[src/rtl/sar_scan_pkg.sv]
package sar_scan_pkg;

  typedef enum logic [1:0] {
    ST_IDLE   = 2'd0,
    ST_SAMPLE = 2'd1,
    ST_CONV   = 2'd2
  } scan_state_t;

  localparam int unsigned REG_AW = 5;

  localparam logic [REG_AW-1:0] ADR_CTRL = 5'd0;
  localparam logic [REG_AW-1:0] ADR_MASK = 5'd1;
  localparam logic [REG_AW-1:0] ADR_STAT = 5'd2;

  // control word bit positions
  localparam int unsigned CB_EN   = 0;
  localparam int unsigned CB_GO   = 1;
  localparam int unsigned CB_CONT = 2;
  localparam int unsigned CB_GRP8 = 3;
  localparam int unsigned CB_IRQ  = 4;
  localparam int unsigned CB_BUSY = 5;

endpackage

[src/rtl/sar_chan_pick.sv]
module sar_chan_pick #(
  parameter int unsigned NUM_CH = 8,
  parameter int unsigned CH_W   = $clog2(NUM_CH)
) (
  input  logic [NUM_CH-1:0] mask,
  input  logic [CH_W-1:0]   cur,
  input  logic              restart,
  output logic [CH_W-1:0]   pick,
  output logic              any
);

  logic [CH_W-1:0] lowest;
  logic [CH_W-1:0] above;
  logic            found_above;

  // descending walk: the last hit is the lowest match
  always_comb begin
    lowest      = '0;
    above       = '0;
    found_above = 1'b0;
    for (int i = NUM_CH - 1; i >= 0; i--) begin
      if (mask[i]) begin
        lowest = CH_W'(i);
        if (i > int'(cur)) begin
          above       = CH_W'(i);
          found_above = 1'b1;
        end
      end
    end
  end

  assign any  = |mask;
  assign pick = (restart || !found_above) ? lowest : above;

endmodule

[src/rtl/sar_search.sv]
module sar_search #(
  parameter int unsigned RES_BITS = 10
) (
  input  logic                clk,
  input  logic                rst_n,
  input  logic                start,
  input  logic                abort,
  input  logic                comp_in,
  output logic [RES_BITS-1:0] dac_code,
  output logic [RES_BITS-1:0] result,
  output logic                last,
  output logic                active
);

  logic [RES_BITS-1:0] code_q, code_d;
  logic [RES_BITS-1:0] ptr_q, ptr_d;
  logic                act_q, act_d;
  logic [RES_BITS-1:0] kept;
  logic                upd_en;

  assign kept = comp_in ? code_q : (code_q & ~ptr_q);

  always_comb begin
    code_d = code_q;
    ptr_d  = ptr_q;
    act_d  = act_q;
    if (abort) begin
      code_d = '0;
      ptr_d  = '0;
      act_d  = 1'b0;
    end else if (start) begin
      ptr_d  = {1'b1, {(RES_BITS-1){1'b0}}};
      code_d = {1'b1, {(RES_BITS-1){1'b0}}};
      act_d  = 1'b1;
    end else if (act_q) begin
      ptr_d  = ptr_q >> 1;
      code_d = kept | (ptr_q >> 1);
      if (ptr_q[0]) act_d = 1'b0;
    end
  end

  assign upd_en = abort | start | act_q;

  always_ff @(posedge clk or negedge rst_n) begin
    if (!rst_n) begin
      code_q <= '0;
      ptr_q  <= '0;
      act_q  <= 1'b0;
    end else if (upd_en) begin
      code_q <= code_d;
      ptr_q  <= ptr_d;
      act_q  <= act_d;
    end
  end

  assign dac_code = act_q ? code_q : '0;
  assign result   = kept;
  assign last     = act_q & ptr_q[0];
  assign active   = act_q;

endmodule

[src/rtl/sar_result_bank.sv]
module sar_result_bank #(
  parameter int unsigned RES_BITS  = 10,
  parameter int unsigned NUM_SLOTS = 8,
  parameter int unsigned SLOT_W    = $clog2(NUM_SLOTS)
) (
  input  logic                clk,
  input  logic                rst_n,
  input  logic                we,
  input  logic [SLOT_W-1:0]   wsel,
  input  logic [RES_BITS-1:0] wdata,
  input  logic [SLOT_W-1:0]   rsel,
  output logic [RES_BITS-1:0] rdata
);

  logic [RES_BITS-1:0] slot_q [NUM_SLOTS];

  for (genvar g = 0; g < NUM_SLOTS; g++) begin : g_slot
    logic hit;
    assign hit = we && (wsel == SLOT_W'(g));
    always_ff @(posedge clk or negedge rst_n) begin
      if (!rst_n) begin
        slot_q[g] <= '0;
      end else if (hit) begin
        slot_q[g] <= wdata;
      end
    end
  end

  assign rdata = slot_q[rsel];

endmodule

[src/rtl/sar_scan_ctrl.sv]
module sar_scan_ctrl
  import sar_scan_pkg::*;
#(
  parameter int unsigned RES_BITS = 10,
  parameter int unsigned NUM_CH   = 8,
  parameter int unsigned DATA_W   = 16,
  parameter int unsigned CH_W     = $clog2(NUM_CH)
) (
  input  logic                 clk,
  input  logic                 rst_n,
  input  logic                 wr_en,
  input  logic [REG_AW-1:0]    wr_addr,
  input  logic [DATA_W-1:0]    wr_data,
  input  logic [REG_AW-1:0]    rd_addr,
  output logic [DATA_W-1:0]    rd_data,
  output logic [CH_W-1:0]      mux_sel,
  output logic [RES_BITS-1:0]  dac_code,
  input  logic                 comp_in,
  output logic                 irq
);

  localparam int unsigned NUM_SLOTS = 8;
  localparam int unsigned SLOT_W    = $clog2(NUM_SLOTS);
  localparam int unsigned PAD_W     = DATA_W - RES_BITS;

  // reset: asserted asynchronously, released on the clock
  logic [1:0] rs_q;
  logic       rst_sync_n;

  always_ff @(posedge clk or negedge rst_n) begin
    if (!rst_n) rs_q <= '0;
    else        rs_q <= {rs_q[0], 1'b1};
  end
  assign rst_sync_n = rs_q[1];

  // register writes
  logic wr_ctrl, wr_mask, wr_stat;
  assign wr_ctrl = wr_en && (wr_addr == ADR_CTRL);
  assign wr_mask = wr_en && (wr_addr == ADR_MASK);
  assign wr_stat = wr_en && (wr_addr == ADR_STAT);

  logic              en_q, cont_q, grp8_q, irqen_q;
  logic [NUM_CH-1:0] mask_q;

  always_ff @(posedge clk or negedge rst_sync_n) begin
    if (!rst_sync_n) begin
      en_q    <= 1'b0;
      cont_q  <= 1'b0;
      grp8_q  <= 1'b0;
      irqen_q <= 1'b0;
    end else if (wr_ctrl) begin
      en_q    <= wr_data[CB_EN];
      cont_q  <= wr_data[CB_CONT];
      grp8_q  <= wr_data[CB_GRP8];
      irqen_q <= wr_data[CB_IRQ];
    end
  end

  always_ff @(posedge clk or negedge rst_sync_n) begin
    if (!rst_sync_n)  mask_q <= '0;
    else if (wr_mask) mask_q <= wr_data[NUM_CH-1:0];
  end

  // scan sequencer state
  scan_state_t       state_q, state_d;
  logic [CH_W-1:0]   ch_q, ch_d;
  logic [SLOT_W-1:0] slot_q, slot_d;
  logic              flag_q, flag_d;

  logic                go_req, stop_req;
  logic                srch_start, srch_abort, srch_last, srch_active;
  logic [RES_BITS-1:0] srch_result;
  logic                bank_we;
  logic [CH_W-1:0]     pick_ch;
  logic                pick_any;
  logic [SLOT_W-1:0]   grp_last;
  logic                busy;

  assign go_req   = wr_ctrl && wr_data[CB_GO] && wr_data[CB_EN];
  assign stop_req = wr_ctrl && !wr_data[CB_EN];
  assign grp_last = grp8_q ? SLOT_W'(7) : SLOT_W'(3);
  assign busy     = (state_q != ST_IDLE);

  sar_chan_pick #(
    .NUM_CH (NUM_CH),
    .CH_W   (CH_W)
  ) u_pick (
    .mask    (mask_q),
    .cur     (ch_q),
    .restart (state_q == ST_IDLE),
    .pick    (pick_ch),
    .any     (pick_any)
  );

  always_comb begin
    state_d    = state_q;
    ch_d       = ch_q;
    slot_d     = slot_q;
    flag_d     = flag_q;
    srch_start = 1'b0;
    srch_abort = 1'b0;
    bank_we    = 1'b0;

    if (wr_stat && wr_data[0]) flag_d = 1'b0;

    unique case (state_q)
      ST_IDLE: begin
        if (go_req && pick_any) begin
          state_d = ST_SAMPLE;
          ch_d    = pick_ch;
          slot_d  = '0;
        end
      end
      ST_SAMPLE: begin
        srch_start = 1'b1;
        state_d    = ST_CONV;
      end
      ST_CONV: begin
        if (srch_last) begin
          bank_we = 1'b1;
          ch_d    = pick_ch;
          if (slot_q == grp_last) begin
            flag_d  = 1'b1;
            slot_d  = '0;
            state_d = cont_q ? ST_SAMPLE : ST_IDLE;
          end else begin
            slot_d  = slot_q + SLOT_W'(1);
            state_d = ST_SAMPLE;
          end
        end
      end
      default: state_d = ST_IDLE;
    endcase

    if (stop_req) begin
      state_d    = ST_IDLE;
      srch_abort = 1'b1;
      srch_start = 1'b0;
    end
  end

  always_ff @(posedge clk or negedge rst_sync_n) begin
    if (!rst_sync_n) begin
      state_q <= ST_IDLE;
      ch_q    <= '0;
      slot_q  <= '0;
      flag_q  <= 1'b0;
    end else begin
      state_q <= state_d;
      ch_q    <= ch_d;
      slot_q  <= slot_d;
      flag_q  <= flag_d;
    end
  end

  sar_search #(
    .RES_BITS (RES_BITS)
  ) u_search (
    .clk      (clk),
    .rst_n    (rst_sync_n),
    .start    (srch_start),
    .abort    (srch_abort),
    .comp_in  (comp_in),
    .dac_code (dac_code),
    .result   (srch_result),
    .last     (srch_last),
    .active   (srch_active)
  );

  logic [RES_BITS-1:0] bank_rdata;

  sar_result_bank #(
    .RES_BITS  (RES_BITS),
    .NUM_SLOTS (NUM_SLOTS),
    .SLOT_W    (SLOT_W)
  ) u_bank (
    .clk   (clk),
    .rst_n (rst_sync_n),
    .we    (bank_we),
    .wsel  (slot_q),
    .wdata (srch_result),
    .rsel  (rd_addr[SLOT_W-1:0]),
    .rdata (bank_rdata)
  );

  // read port: slots at 8..15 right-aligned, 16..23 left-aligned
  always_comb begin
    rd_data = '0;
    if (rd_addr == ADR_CTRL) begin
      rd_data[CB_EN]   = en_q;
      rd_data[CB_CONT] = cont_q;
      rd_data[CB_GRP8] = grp8_q;
      rd_data[CB_IRQ]  = irqen_q;
      rd_data[CB_BUSY] = busy;
    end else if (rd_addr == ADR_MASK) begin
      rd_data[NUM_CH-1:0] = mask_q;
    end else if (rd_addr == ADR_STAT) begin
      rd_data[0] = flag_q;
    end else if (rd_addr[REG_AW-1:SLOT_W] == 2'b01) begin
      rd_data = {{PAD_W{1'b0}}, bank_rdata};
    end else if (rd_addr[REG_AW-1:SLOT_W] == 2'b10) begin
      rd_data = {bank_rdata, {PAD_W{1'b0}}};
    end
  end

  assign mux_sel = ch_q;
  assign irq     = flag_q & irqen_q;

endmodule

[config.mk]
export PLATFORM = sky130hd
export DESIGN_NAME = sar_scan_ctrl
export DESIGN_NICKNAME = d
export VERILOG_FILES = /design/src/rtl/sar_scan_pkg.sv /design/src/rtl/sar_chan_pick.sv /design/src/rtl/sar_search.sv /design/src/rtl/sar_result_bank.sv /design/src/rtl/sar_scan_ctrl.sv
export SDC_FILE = /design/constraint.sdc
export NUM_CORES = 1
export LEC_CHECK = 0
export BUFFER_PORTS_ARGS = -buffer_cell sky130_fd_sc_hd__buf_2
export CORE_ASPECT_RATIO = 0.8
export CORE_MARGIN = 4
export CORE_UTILIZATION = 40
export CTS_CLUSTER_SIZE = 28
export DETAILED_ROUTE_END_ITERATION = 8
export PLACE_DENSITY_LB_ADDON = 0.15
export SETUP_SLACK_MARGIN = 0.2
export SLEW_MARGIN = 10
export SYNTH_ARGS = -nofsm -noshare
export SYNTH_HDL_FRONTEND = slang
export SYNTH_SLANG_ARGS = --single-unit
export TNS_END_PERCENT = 5
[constraint.sdc]
create_clock -name clk -period 4.9 [get_ports clk]
set_input_delay 1.47 -clock clk [delete_from_list [all_inputs] [get_ports clk]]
set_output_delay 1.47 -clock clk [all_outputs]
set_load 0.05 [all_outputs]
-- Word level (Yosys, flattened, before mapping)
Index checks and enable logic that the tools add are counted.
- output and inout port bits: 30
- word-level logic and storage cells: 173
- register bits after elaboration: 124
- input bits: 30
- $add $sub $neg: 1
- equality and inequality tests: 20
- magnitude comparators: 8
- multiplexer cells: 85
- reduce and logical (&&, ||, !) cells: 30
- bitwise logic cells: 8
- operators with widths (cell ; count):
    10-bit 2-to-1 mux ; 11
    3-bit 2-to-1 mux ; 29
    1-bit 2-to-1 mux ; 32
    16-bit 2-to-1 mux ; 2
    10-bit binary-select mux with 3-bit select ; 1
    1-bit logical AND ; 16
    8-bit 2-to-1 mux ; 2
    15-bit 2-to-1 mux ; 1
    3-bit equality test, second input constant ; 4
    3-bit greater-than comparator, first input constant ; 4
    3-bit case mux with 2 select lines ; 2
    10-bit bitwise AND ; 1
    5-bit by 1-bit equality test with 1-bit output, second input constant ; 2
    5-bit by 2-bit equality test with 1-bit output, second input constant ; 2
    5-bit logical NOT ; 2
    10-bit NOT ; 1
    10-bit by 9-bit bitwise OR with 10-bit output ; 1
    8-bit OR reduction ; 1
    3-bit by 2-bit equality test with 1-bit output, second input constant ; 2
    2-bit by 3-bit greater-than comparator with 1-bit output, first input constant ; 2
    2-bit 2-to-1 mux ; 3
    3-bit != test, second input constant ; 2
    2-bit case mux with 3 select lines ; 1
    2-bit by 1-bit equality test with 1-bit output, second input constant ; 2
    other kinds (19) ; 26

-- Logic depth before layout (Yosys ltp)
- depth after elaboration: 20
- mapped depth: 7

-- Cells and area by module
A second synthesis with hierarchy kept.
- cells, all modules: 481
- area, all modules: 6251.0 um2
- modules (own cells, without submodules) (module ; times used ; area each (um2) ; cells an instance ; seq. area each (um2)):
    sar_result_bank ; 1 ; 3694.8 ; 210 ; 2001.9
    sar_scan_ctrl ; 1 ; 1262.5 ; 114 ; 575.6
    sar_search ; 1 ; 1014.7 ; 113 ; 525.5
    sar_chan_pick ; 1 ; 279.0 ; 44 ; 0.0

-- Worst setup path after synthesis
No wires, ideal clock.
- kind: in2out
- from: input port rd_addr[0]
- to: output port rd_data[0]
- stages on the path: 5
- required time: 3.430 ns
- slack: 0.088 ns
- arrival: 3.342 ns
- cells stage by stage: buf_2 buf_4 buf_2 nor3_1 nor3_1
- longest elaborated chain between the ends: 8
- ends and longest elaborated chain (what ; RTL line ; text):
    start, declared ; sar_scan_ctrl.sv:14 ; input logic [REG_AW-1:0] rd_addr,
    3-bit NOT with 4-bit output (not written as such) ; sar_result_bank.sv:29 ; assign rdata = slot_q[rsel];
    10-bit binary-select mux with 3-bit select ; sar_result_bank.sv:29 ;
    10-bit 2-to-1 mux (not written as such) (2 in a row) ; sar_result_bank.sv:29 ;
    16-bit 2-to-1 mux ; sar_scan_ctrl.sv:199 ; end else if (rd_addr[REG_AW-1:SLOT_W] == 2'b01) begin
    1-bit 2-to-1 mux ; sar_scan_ctrl.sv:197 ; end else if (rd_addr == ADR_STAT) begin
    8-bit 2-to-1 mux ; sar_scan_ctrl.sv:195 ; end else if (rd_addr == ADR_MASK) begin
    1-bit 2-to-1 mux (*) ; sar_scan_ctrl.sv:189 ; if (rd_addr == ADR_CTRL) begin
    end, declared ; sar_scan_ctrl.sv:15 ; output logic [DATA_W-1:0] rd_data,
Mark *: on every way between the ends. The rest lies on a longest branch, timed or not. The select of a mux whose other input is x is not followed.

-- Worst setup path in the final report
- from: input port rd_addr[0]
- to: output port rd_data[6]
- longest elaborated chain between the ends: 9
- ends and longest elaborated chain (what ; RTL line ; text):
    3-bit NOT with 4-bit output (not written as such) ; sar_result_bank.sv:29 ;
    10-bit binary-select mux with 3-bit select ; sar_result_bank.sv:29 ;
    10-bit 2-to-1 mux (not written as such) (2 in a row) ; sar_result_bank.sv:29 ;
    16-bit 2-to-1 mux ; sar_scan_ctrl.sv:201 ; end else if (rd_addr[REG_AW-1:SLOT_W] == 2'b10) begin
    16-bit 2-to-1 mux ; sar_scan_ctrl.sv:199 ;
    15-bit 2-to-1 mux ; sar_scan_ctrl.sv:197 ;
    8-bit 2-to-1 mux ; sar_scan_ctrl.sv:195 ;
    10-bit 2-to-1 mux (*) ; sar_scan_ctrl.sv:189 ;
Marks and branches as above.

==> key figures <==
Synthesis
  – Fraction of registers with async set/reset: 100.0%
  – Post-synth EDFFs: 0
  – Syn_nets: 591
  – Yosys cell types: 51
  – Post-Syn Instances: 555
  – Synth Flop Type: dfrtp_1
  – Count leader, synth: dfrtp_1
  – Post-synthesis cell area: 0.006093 sq mm
  – Mapped Avg Cell Area: 10.98 sq um
  – Synth top area share: 50.92%
  – Register area share after synthesis: 50.92%
  – Area contributors post-synth: dfrtp_1, mux2_2, mux4_2
  – Largest area contributor in the netlist: dfrtp_1
  – Number of synthesized register bits: 124
  – Commonest cells post-synth: dfrtp_1, o21ai_0, nand2_1
  – Syn. warnings: 0

Setup path
  – Startpoint type of the worst setup path: input pin
  – Reg2reg start: u_search.active
  – Crit Path Class: input pin to output port
  – Max incr delay on CP: 0.55 ns
  – Critical-path top delay cell: mux4_2
  – Critical Path RT: 3.43 ns
  – Maximum fanout along the worst path: 7
  – CP arrival: 3.15 ns
  – Critical-path cell list: buf_6, mux4_2, mux2_2, nor2b_1, a31oi_1, o21ai_0, buf_4
  – Crit end category: output port
  – Critical Path Start: rd_addr[0]
  – Setup slack, reg-to-reg: 2.30 ns

CTS
  – CTS resizes: 3
  – Root buffer cell: clkbuf_16
  – CTS tree: yes
  – Clk Latency, worst-skew pair: 0.40 ns
  – H-tree depth: 4
  – Clock Path Buffers: 2
  – CTS sink cnt: 124
  – Inserted Clock Buffers: 17
  – Clock-pin slew on the worst setup and hold paths: 0.05 ns
  – Hold Buf Count CTS: 0
  – Setup Fix Bufs, Post-CTS: 0

Die
  – Die Width: 146.0 um
  – Die area: 0.01728 sq mm
  – Die Y: 118.4 um
  – Starting density of the core: 40.72%
  – Core ar.: 0.01496 sq mm
  – Row count: 40
  – I/O Pins: 60

Min path
  – Hold path startpoint: rs_q[0]
  – HP Class: flip-flop to flip-flop

Run
  – Max Cap Viol: 0

Global routing
  – Initial antenna violation count: 0
  – First-pass GRT wire length: 24910 um
  – Largest net degree at the start of global routing: 75
  – Vias in the first global route: 4405
  – GRT Total Usage: 18.54%
  – Grt total ovfl: 0

Timing
  – Tmin final: 4.625 ns
  – Fin crit share: 94.39%
  – Setup WS post-layout: 0.2750 ns
  – Clock Skews: 0.009397 ns
  – Fin. max-slew vios: 0
  – Finish-stage setup viols: 0
  – Hold Vio Cnt, Final: 0
  – Highest clock rate: 0.2162 GHz
  – RSZ-0062 raised after global routing: no
  – Least-Margin Pin Slew: 0.9943 ns
  – Worst rel slew slack: 33.02%
  – Setup tns final: 0 ns

Placed design
  – Hpwl dp: 11110 um
  – # port buffers: 51
  – Place WS: 0.1165 ns
  – Placed cells: 777
  – Placer Congestion: 0.8634

Cells and area
  – Layout cell share with drive strength beyond 1: 27.18%
  – Ant diodes: 0
  – Nets: 643
  – Finished Layout Cells: 807
  – Synth-to-layout area growth: 17.49%

Detailed routing
  – Avg WL per Cell: 18.84 um
  – DRT Wirelength: 15200 um
  – Final ANT Viol Nets: 0
  – DRC viols: 0
  – Total vias in the final route: 4398
  – First-pass DRT Iterations: 5
  – 1st-iter DRT viols: 291
  – Via density: 5.450

Pwr
  – Worst VDD drop: 310.9 uV
  – Pwr Total: 3.085 mW
  – Power per Cell Area: 431.0 mW/mm^2
  – Leak Pwr: 3.278 nW

Status
  – Status: finished, final reports clean
==> layout by cell type, fill, tap and decap left out, types with 6 or more instances in the layout <==
| cell type | instances |
|---|---|
| a21boi_0 | 11 |
| a21oi_1 | 7 |
| a31oi_1 | 13 |
| and2_1 | 11 |
| buf_2 | 49 |
| buf_4 | 13 |
| clkbuf_16 | 17 |
| dfrtp_1 | 123 |
| ha_1 | 6 |
| inv_1 | 16 |
| mux2_2 | 43 |
| mux2i_1 | 12 |
| mux4_2 | 20 |
| nand2_1 | 72 |
| nand2b_1 | 16 |
| nand3_1 | 6 |
| nor2_1 | 21 |
| nor2b_1 | 18 |
| o21ai_0 | 80 |
| o22ai_1 | 7 |
==> through the flow <==
step | hold WS, ns | instance area (sq um) | utilization, %
floorplan | 0.3312 | 6098 | -
CTS | 0.3541 | 7153 | 47.80
global route | 0.3658 | 7159 | 47.84
finish | 0.3489 | 7159 | 47.84
global placement | 0.3366 | 6554 | 43.80
detailed placement | 0.3411 | 6554 | 43.80
==> final timing paths <==
path	endpoint	depth (start not counted)
setup / recovery	rd_data[6]	7
hold / removal	rs_q[1]	0
setup reg to reg	u_bank.slot_q[52]	5
hold reg to reg	rs_q[1]	0
max in group asynchronous	u_bank.slot_q[35]	1
min in group asynchronous	mask_q[1]	0
==> logic make-up (layout without fill, tap and decap cells) <==
| family | after synthesis | in the layout | share of synthesized area (%) |
|---|---|---|---|
| other | 1 | 1 | 0.06154 |
| adders and majority gates | 6 | 6 | 1.232 |
| AOI/OAI and AO/OA | 132 | 132 | 12.61 |
| muxes | 79 | 79 | 18.21 |
| xor gates and xnor gates | 1 | 1 | 0.1438 |
| DFF | 124 | 124 | 50.92 |
| and+or+nand+nor | 165 | 165 | 13.57 |
| buffers and inverters | 47 | 110 | 3.244 |
==> routing by layer <==
| layer | wire [um] | vias up | GRT usage (%) |
|---|---|---|---|
| li1 | - | 2078 | - |
| met1 | 7886 | 2223 | 28.90 |
| met3 | 619 | 9 | 3.910 |
| met4 | 106 | 0 | 4.818 |
| met2 | 6588 | 88 | 26.20 |
| met5 | 0 | - | 0 |
==> critical path: cells and delay by family <==
kind | cells | cell delay [ns]
AO/OA/AOI/OAI | 2 | 0.37
buffers and inverters | 2 | 0.34
multiplexers | 2 | 0.84
AND/OR/NAND/NOR | 1 | 0.13
==> state kept, by name, indices dropped and copies added, names as in the netlist <==
register / cells
en_q: 1
slot_q: 3
irqen_q: 1
u_bank.slot_q: 80
u_search.ptr_q: 10
mask_q: 8
cont_q: 1
grp8_q: 1
state_q: 2
mux_sel: 3
flag_q: 1
u_search.active: 1
rs_q: 2
u_search.code_q: 10
==> power breakdown <==
part,internal [mW],total [mW],switching [mW]
clock,0.806,1.24,0.436
combinational,0.212,0.665,0.453
sequential,1.08,1.18,0.103
==> cell type report <==
type                    count  area [sq um]
fillers                  1370          7805
flip-flops and latches    124          3107
multi-input cells         384          2801
clock buffers              19         442.9
repair buffers             64         365.4
well taps                 189         236.5
clock inverters            11         146.4
inverters                  16         60.06
Note: power is estimated with default switching activity, not from simulation.
